$ cat config.mk
export PLATFORM = sky130hd
export DESIGN_NAME = dma_fifo_handshake
export DESIGN_NICKNAME = d
export VERILOG_FILES = /design/src/rtl/dma_hs_pkg.sv /design/src/rtl/dma_bus_decode.sv /design/src/rtl/dma_tx_ctl.sv /design/src/rtl/dma_rx_ctl.sv /design/src/rtl/dma_fifo_handshake.sv
export SDC_FILE = /design/constraint.sdc
export NUM_CORES = 1
export LEC_CHECK = 0
export ABC_AREA = 1
export BUFFER_PORTS_ARGS = -buffer_cell sky130_fd_sc_hd__buf_2
export CORE_MARGIN = 3
export CORE_UTILIZATION = 64
export CTS_BUF_LIST = sky130_fd_sc_hd__clkbuf_2
export CTS_CLUSTER_SIZE = 25
export DETAILED_ROUTE_END_ITERATION = 6
export GPL_TIMING_DRIVEN = 0
export PLACE_DENSITY = 0.95
export REMOVE_ABC_BUFFERS = 1
export SLEW_MARGIN = 20
export SYNTH_ARGS = -nofsm -noshare
export SYNTH_HDL_FRONTEND = slang
export SYNTH_SLANG_ARGS = --single-unit
$ cat constraint.sdc
create_clock -name clk -period 3.7 [get_ports clk]
set_clock_uncertainty 0.15 [all_clocks]
set_input_delay 0.555 -clock clk [delete_from_list [all_inputs] [get_ports clk]]
set_output_delay 0.555 -clock clk [all_outputs]
set_load 0.01 [all_outputs]
$ cat src/rtl/dma_hs_pkg.sv
package dma_hs_pkg;

  typedef struct packed {
    logic dma_wr;     // acknowledged write strobe, rising edge
    logic dma_rd;     // acknowledged read strobe, rising edge
    logic rd_end;     // trailing edge of any read strobe
    logic cnt_lo_wr;  // CPU write to low count byte
    logic cnt_hi_wr;  // CPU write to high count byte
  } bus_evt_t;

endpackage

$ cat src/rtl/dma_bus_decode.sv
module dma_bus_decode
  import dma_hs_pkg::*;
#(
  parameter int AW = 8,
  parameter logic [AW-1:0] ADDR_FIFO   = 'h00,
  parameter logic [AW-1:0] ADDR_CNT_LO = 'h10,
  parameter logic [AW-1:0] ADDR_CNT_HI = 'h11
) (
  input  logic          clk,
  input  logic          rst,
  input  logic          bus_cs,
  input  logic [AW-1:0] bus_addr,
  input  logic [7:0]    bus_wdata,
  input  logic          wr_stb,
  input  logic          rd_stb,
  input  logic          dma_ack_n,
  output bus_evt_t      evt,
  output logic          tx_fifo_we,
  output logic [7:0]    tx_fifo_wdata,
  output logic          rx_fifo_re
);

  logic wr_q, rd_q;
  logic wr_rise, rd_rise, rd_fall;
  logic dma_on, cpu_sel, fifo_hit;
  logic fifo_wr, fifo_rd;

  always_ff @(posedge clk) begin
    if (rst) begin
      wr_q <= 1'b0;
      rd_q <= 1'b0;
    end else begin
      wr_q <= wr_stb;
      rd_q <= rd_stb;
    end
  end

  always_comb begin
    wr_rise  = wr_stb & ~wr_q;
    rd_rise  = rd_stb & ~rd_q;
    rd_fall  = ~rd_stb & rd_q;
    dma_on   = ~dma_ack_n;
    // acknowledge overrides chip select and address decode
    cpu_sel  = ~dma_on & bus_cs;
    fifo_hit = cpu_sel & (bus_addr == ADDR_FIFO);

    evt.dma_wr    = dma_on & wr_rise;
    evt.dma_rd    = dma_on & rd_rise & ~wr_rise;
    evt.rd_end    = rd_fall;
    evt.cnt_lo_wr = cpu_sel & wr_rise & (bus_addr == ADDR_CNT_LO);
    evt.cnt_hi_wr = cpu_sel & wr_rise & (bus_addr == ADDR_CNT_HI);

    fifo_wr = evt.dma_wr | (fifo_hit & wr_rise);
    fifo_rd = evt.dma_rd | (fifo_hit & rd_rise & ~wr_rise);
  end

  always_ff @(posedge clk) begin
    if (rst) begin
      tx_fifo_we    <= 1'b0;
      tx_fifo_wdata <= '0;
      rx_fifo_re    <= 1'b0;
    end else begin
      tx_fifo_we <= fifo_wr;
      rx_fifo_re <= fifo_rd;
      if (fifo_wr) tx_fifo_wdata <= bus_wdata;
    end
  end

endmodule

$ cat src/rtl/dma_tx_ctl.sv
module dma_tx_ctl
  import dma_hs_pkg::*;
#(
  parameter int BLK_BYTES = 32,
  parameter int CNT_W     = 16,
  localparam int BW       = $clog2(BLK_BYTES)
) (
  input  logic       clk,
  input  logic       rst,
  input  bus_evt_t   evt,
  input  logic [7:0] bus_wdata,
  input  logic       tx_room,
  output logic       tx_req
);

  logic [7:0]       cnt_lo;
  logic [CNT_W-1:0] tx_cnt;
  logic [BW-1:0]    tx_beat;
  logic             last_beat;
  logic             cnt_nz;

  always_comb begin
    cnt_nz    = (tx_cnt != '0);
    last_beat = (tx_beat == BW'(BLK_BYTES - 1)) || (tx_cnt == CNT_W'(1));
  end

  always_ff @(posedge clk) begin
    if (rst) begin
      cnt_lo  <= '0;
      tx_cnt  <= '0;
      tx_beat <= '0;
      tx_req  <= 1'b0;
    end else begin
      if (evt.cnt_lo_wr) cnt_lo <= bus_wdata;

      if (evt.cnt_hi_wr) begin
        tx_cnt  <= CNT_W'({bus_wdata, cnt_lo});
        tx_beat <= '0;
      end else if (evt.dma_wr) begin
        if (cnt_nz) tx_cnt <= tx_cnt - CNT_W'(1);
        tx_beat <= last_beat ? '0 : tx_beat + BW'(1);
      end

      if (tx_req) begin
        // drop at leading edge of the last write of the block
        if (evt.dma_wr && last_beat) tx_req <= 1'b0;
      end else if (cnt_nz && tx_room) begin
        tx_req <= 1'b1;
      end
    end
  end

endmodule

$ cat src/rtl/dma_rx_ctl.sv
module dma_rx_ctl
  import dma_hs_pkg::*;
#(
  parameter int BLK_BYTES  = 32,
  parameter int FIFO_DEPTH = 64,
  localparam int BW        = $clog2(BLK_BYTES),
  localparam int LW        = $clog2(FIFO_DEPTH + 1)
) (
  input  logic          clk,
  input  logic          rst,
  input  bus_evt_t      evt,
  input  logic [LW-1:0] rx_level,
  input  logic          rx_eof,
  output logic          rx_req
);

  logic [BW:0] blk_len;
  logic [BW:0] rx_beat;
  logic        end_pend;
  logic        full_blk, short_blk;

  always_comb begin
    full_blk  = (rx_level >= LW'(BLK_BYTES));
    short_blk = rx_eof && (rx_level != '0);
  end

  always_ff @(posedge clk) begin
    if (rst) begin
      rx_req   <= 1'b0;
      blk_len  <= '0;
      rx_beat  <= '0;
      end_pend <= 1'b0;
    end else if (rx_req) begin
      if (end_pend) begin
        // drop after trailing edge of the last read strobe
        if (evt.rd_end) begin
          rx_req   <= 1'b0;
          end_pend <= 1'b0;
          rx_beat  <= '0;
        end
      end else if (evt.dma_rd) begin
        rx_beat <= rx_beat + (BW+1)'(1);
        if (rx_beat == blk_len - (BW+1)'(1)) end_pend <= 1'b1;
      end
    end else if (full_blk) begin
      rx_req  <= 1'b1;
      blk_len <= (BW+1)'(BLK_BYTES);
      rx_beat <= '0;
    end else if (short_blk) begin
      rx_req  <= 1'b1;
      blk_len <= rx_level[BW:0];
      rx_beat <= '0;
    end
  end

endmodule

$ cat src/rtl/dma_fifo_handshake.sv
module dma_fifo_handshake
  import dma_hs_pkg::*;
#(
  parameter int BLK_BYTES  = 32,
  parameter int FIFO_DEPTH = 64,
  parameter int CNT_W      = 16,
  parameter int AW         = 8,
  parameter logic [AW-1:0] ADDR_FIFO   = 'h00,
  parameter logic [AW-1:0] ADDR_CNT_LO = 'h10,
  parameter logic [AW-1:0] ADDR_CNT_HI = 'h11,
  localparam int LW = $clog2(FIFO_DEPTH + 1)
) (
  input  logic          clk,
  input  logic          rst,
  input  logic          bus_cs,
  input  logic [AW-1:0] bus_addr,
  input  logic [7:0]    bus_wdata,
  input  logic          wr_stb,
  input  logic          rd_stb,
  input  logic          dma_ack_n,
  input  logic          tx_room,
  input  logic [LW-1:0] rx_level,
  input  logic          rx_eof,
  output logic          tx_req,
  output logic          rx_req,
  output logic          tx_fifo_we,
  output logic [7:0]    tx_fifo_wdata,
  output logic          rx_fifo_re
);

  bus_evt_t evt;

  dma_bus_decode #(
    .AW(AW), .ADDR_FIFO(ADDR_FIFO),
    .ADDR_CNT_LO(ADDR_CNT_LO), .ADDR_CNT_HI(ADDR_CNT_HI)
  ) u_dec (
    .clk(clk), .rst(rst), .bus_cs(bus_cs), .bus_addr(bus_addr),
    .bus_wdata(bus_wdata), .wr_stb(wr_stb), .rd_stb(rd_stb),
    .dma_ack_n(dma_ack_n), .evt(evt), .tx_fifo_we(tx_fifo_we),
    .tx_fifo_wdata(tx_fifo_wdata), .rx_fifo_re(rx_fifo_re)
  );

  dma_tx_ctl #(.BLK_BYTES(BLK_BYTES), .CNT_W(CNT_W)) u_tx (
    .clk(clk), .rst(rst), .evt(evt), .bus_wdata(bus_wdata),
    .tx_room(tx_room), .tx_req(tx_req)
  );

  dma_rx_ctl #(.BLK_BYTES(BLK_BYTES), .FIFO_DEPTH(FIFO_DEPTH)) u_rx (
    .clk(clk), .rst(rst), .evt(evt), .rx_level(rx_level),
    .rx_eof(rx_eof), .rx_req(rx_req)
  );

endmodule

==> flow_metrics.py <==
metrics = {
    "die": {
        "die_w_um": 77.1,
        "start_util_pct": 67.2,
        "rows": 25,
        "coreArea_mm2": 0.00482,
        "die_y_um": 77.1,
        "pin_count": 43,
        "die_area_mm2": 0.00595,
    },
    "drt": {
        "totalWireLength_mm": 7.57,
        "via_count": 3416,
        "post-route-drc-count": 0,
        "first_pass_iters": 5,
        "via_per_inst": 5.50,
        "routedWlPerCell_um": 12.2,
        "antenna_left": 0,
        "drt_first_iter_violations": 379,
    },
    "pwr": {
        "p_sw_uw": 1030,
        "internal_power_uw": 1210,
        "p_comb_share_pct": 52.2,
        "power_frac_clock_pct": 14.2,
        "peakVddDrop_mv": 0.353,
        "p_leak_uw": 0.00171,
        "seqPwrFrac_pct": 33.6,
        "switching_share_pct": 46.0,
        "powerDensity_mw_per_mm2": 631,
        "power.total_uw": 2240,
    },
    "synthesis": {
        "netlist_top_cells_area": "dfxtp_1 35%, nand2_1 17%, nand3_1 8.7%",
        "synth_cell_types": 34,
        "postSynthCellCount": 513,
        "synth_top_cell_area_share_pct": 34.6,
        "ys.warnings.count": 0,
        "ys.flop_type": "dfxtp_1",
        "yosysMostFrequentCell": "nand2_1",
        "synth-seq-area-share_pct": 34.6,
        "ys_top_cells_by_count": "145 x nand2_1, 63 x nor2_1, 62 x inv_1, 56 x dfxtp_1, 56 x nand3_1",
        "syn_area_mm2": 0.00324,
        "yosysTopAreaCell": "dfxtp_1",
        "async_flop_share_pct": 0,
        "synth_edf_count": 0,
        "avgSynthCellArea_um2": 6.31,
        "yosys_register_bits": 56,
    },
    "timing": {
        "worst_slack_ns": 1.71,
        "final-setup-viol-count": 0,
        "tightestPinTransition_ns": 0.682,
        "fin_crit_ns": 1.99,
        "maxSlewHeadroom_pct": 54.6,
        "period_share_pct": 53.9,
        "final.setup.tns_ns": 0,
        "finalHoldViolCount": 0,
        "fmax_mhz": 501,
        "maxSlewViolCount": 0,
        "rsz0062_at_grt": "false",
    },
    "cts": {
        "cts_buffers": 5,
        "cts.path.max_buffers": 2,
        "clock_sinks": 56,
        "cts_setup_buffers": 0,
        "htree_levels": 2,
        "cts_tree": "done",
        "cts_resized": 0,
        "cts.clk_slew.worst_paths_ns": 0.26,
        "clock_latency_ns": 0.47,
        "clock-root-buffer": "clkbuf_2",
        "cts_hold_buf": 0,
    },
    "place": {
        "place_ws_ns": 1.21,
        "hpwlAfterDp_mm": 5.53,
        "place_inst": 613,
        "portBuffers": 42,
        "gp_congestion": 0.936,
    },
    "layout": {
        "antenna_cells": 0,
        "final_cells": 621,
        "nets": 591,
        "drive_above_1_share_pct": 13.4,
        "num-fill-cells": 386,
        "ff_latch_area_mm2": 0.00112,
        "area_growth_pct": 9.70,
        "multiInputGateArea_mm2": 0.00180,
    },
    "global_route": {
        "grt_overflow": 0,
        "gr-usage-all-layers_pct": 27.0,
        "grt_max_degree": 35,
        "grt_pass1_vias": 3199,
        "grt_pass1_wl_mm": 13.4,
        "antenna_found_initial": 0,
    },
    "critical_path": {
        "required_ns": 3.93,
        "crit_top_cell": "nand2_1",
        "crit_family": "buffers and inverters",
        "critical-path-slowest-cell": "clkinv_1",
        "crit_chain": "buf_2 > clkinv_1 > nand2_1 > inv_2 > nand2_1 > a21oi_1",
        "critPathLaunchType": "input pin",
        "slowest_delay_ns": 0.64,
        "arrival_ns": 2.22,
        "crit_type": "input pin to flip-flop",
        "path_max_fanout": 34,
        "crit_buf_inv": 3,
        "endpoint_kind": "flip-flop",
    },
    "min_path": {
        "hold_class": "input pin to flip-flop",
    },
    "status": {
        "status": "complete, no violations",
    },
    "flow_run": {
        "drv_cap": 0,
    },
}
==> final cells by class <==
cell class	count	area share [%]
Inverter	70	7.40
Clock buffer	5	0.704
Multi-Input combinational cell	378	50.8
Timing Repair Buffer	42	5.92
Clock inverter	3	1.30
Tap cell	67	2.36
Sequential cell	56	31.6
==> power groups by stage <==
stage          Clock, µW  Combinational [µW]  Sequential, µW
5_1_grt              343                1350             764
6_report             319                1170             753
4_1_cts              323                1150             749
3_5_place_dp           0                1130             761
3_3_place_gp           0                1100             758
2_1_floorplan          0                 923             747
==> path summary, 6_finish.rpt <==
kind | startpoint | end | slack [ns] | cells past startpoint
max | rst | u_tx.tx_beat[0]$_SDFFE_PP0P_ | 1.71 | 6
max reg2reg | u_tx.tx_cnt[0]$_SDFFE_PP0P_ | u_tx.tx_cnt[8]$_SDFFE_PP0P_ | 1.77 | 10
min reg2reg | u_tx.cnt_lo[7]$_SDFFE_PP0P_ | u_tx.cnt_lo[7]$_SDFFE_PP0P_ | 0.33 | 2
min | wr_stb | u_dec.wr_q$_SDFF_PP0_ | 0.13 | 3
==> registers in the layout, summed over array words and instances (netlist names) <==
signal	flops
u_rx.rx_req	1
u_dec.tx_fifo_wdata	8
u_dec.rx_fifo_re	1
u_rx.rx_beat	6
u_tx.cnt_lo	8
u_rx.blk_len	6
u_tx.tx_beat	5
u_tx.tx_req	1
u_tx.tx_cnt	16
u_rx.end_pend	1
u_dec.wr_q	1
u_dec.tx_fifo_we	1
u_dec.rd_q	1
==> logic make-up after synthesis <==
family	Yosys count	share of synthesized area (%)
and+or+nand+nor	293	39.5
buffers and inverters	79	9.70
AOI/OAI and AO/OA	69	11.0
DFF	56	34.6
xor gates and xnor gates	7	1.89
adders and majority gates	7	2.70
muxes	2	0.618
==> metal layers <==
| metal | GRT usage [%] | wire [µm] |
|---|---|---|
| met1 | 34.3 | 3380 |
| met2 | 45.9 | 3590 |
| met3 | 4.58 | 509 |
| met4 | 9.61 | 95 |
| met5 | 0 | 0 |
==> worst min-delay path, stage by stage <==
cell	delay, ns
buf_2	0.10
inv_1	0.04
nor2_1	0.03
==> per-stage QoR <==
step	cell area (µm²)	util [%]	hold WS [ns]
after floorplan	3190	-	0.276
after global placement	3480	72.3	0.286
after detailed placement	3480	72.3	0.296
after CTS	3550	73.7	0.122
after global routing	3550	73.7	0.120
final	3550	73.7	0.133
==> placed cells by master, fill, tap and decap left out <==
master	synthesis	layout
inv_1	62	62
a21o_1	1	1
ha_1	7	7
o21ai_1	15	15
dfxtp_1	56	56
and3_1	1	1
nand2_2	5	5
nand4_1	6	6
mux2i_1	2	2
nand3_2	2	2
nand3_1	56	56
bufinv_16	0	1
or2_0	1	1
clkbuf_2	0	5
nor2_4	2	2
nor2_1	63	63
buf_2	2	42
nand2_4	1	1
xor2_1	3	3
nand2_1	145	145
clkinv_1	1	1
nor3b_1	1	1
nor3_1	1	1
nand3b_1	2	2
xnor2_1	4	4
nor4_1	1	1
nand3_4	1	1
inv_6	0	1
o21ai_0	9	9
nor2_2	4	4
inv_2	7	7
a21oi_1	42	42
or2_1	1	1
clkinvlp_4	0	1
a21oi_2	2	2
(Power assumes the default switching activity.)
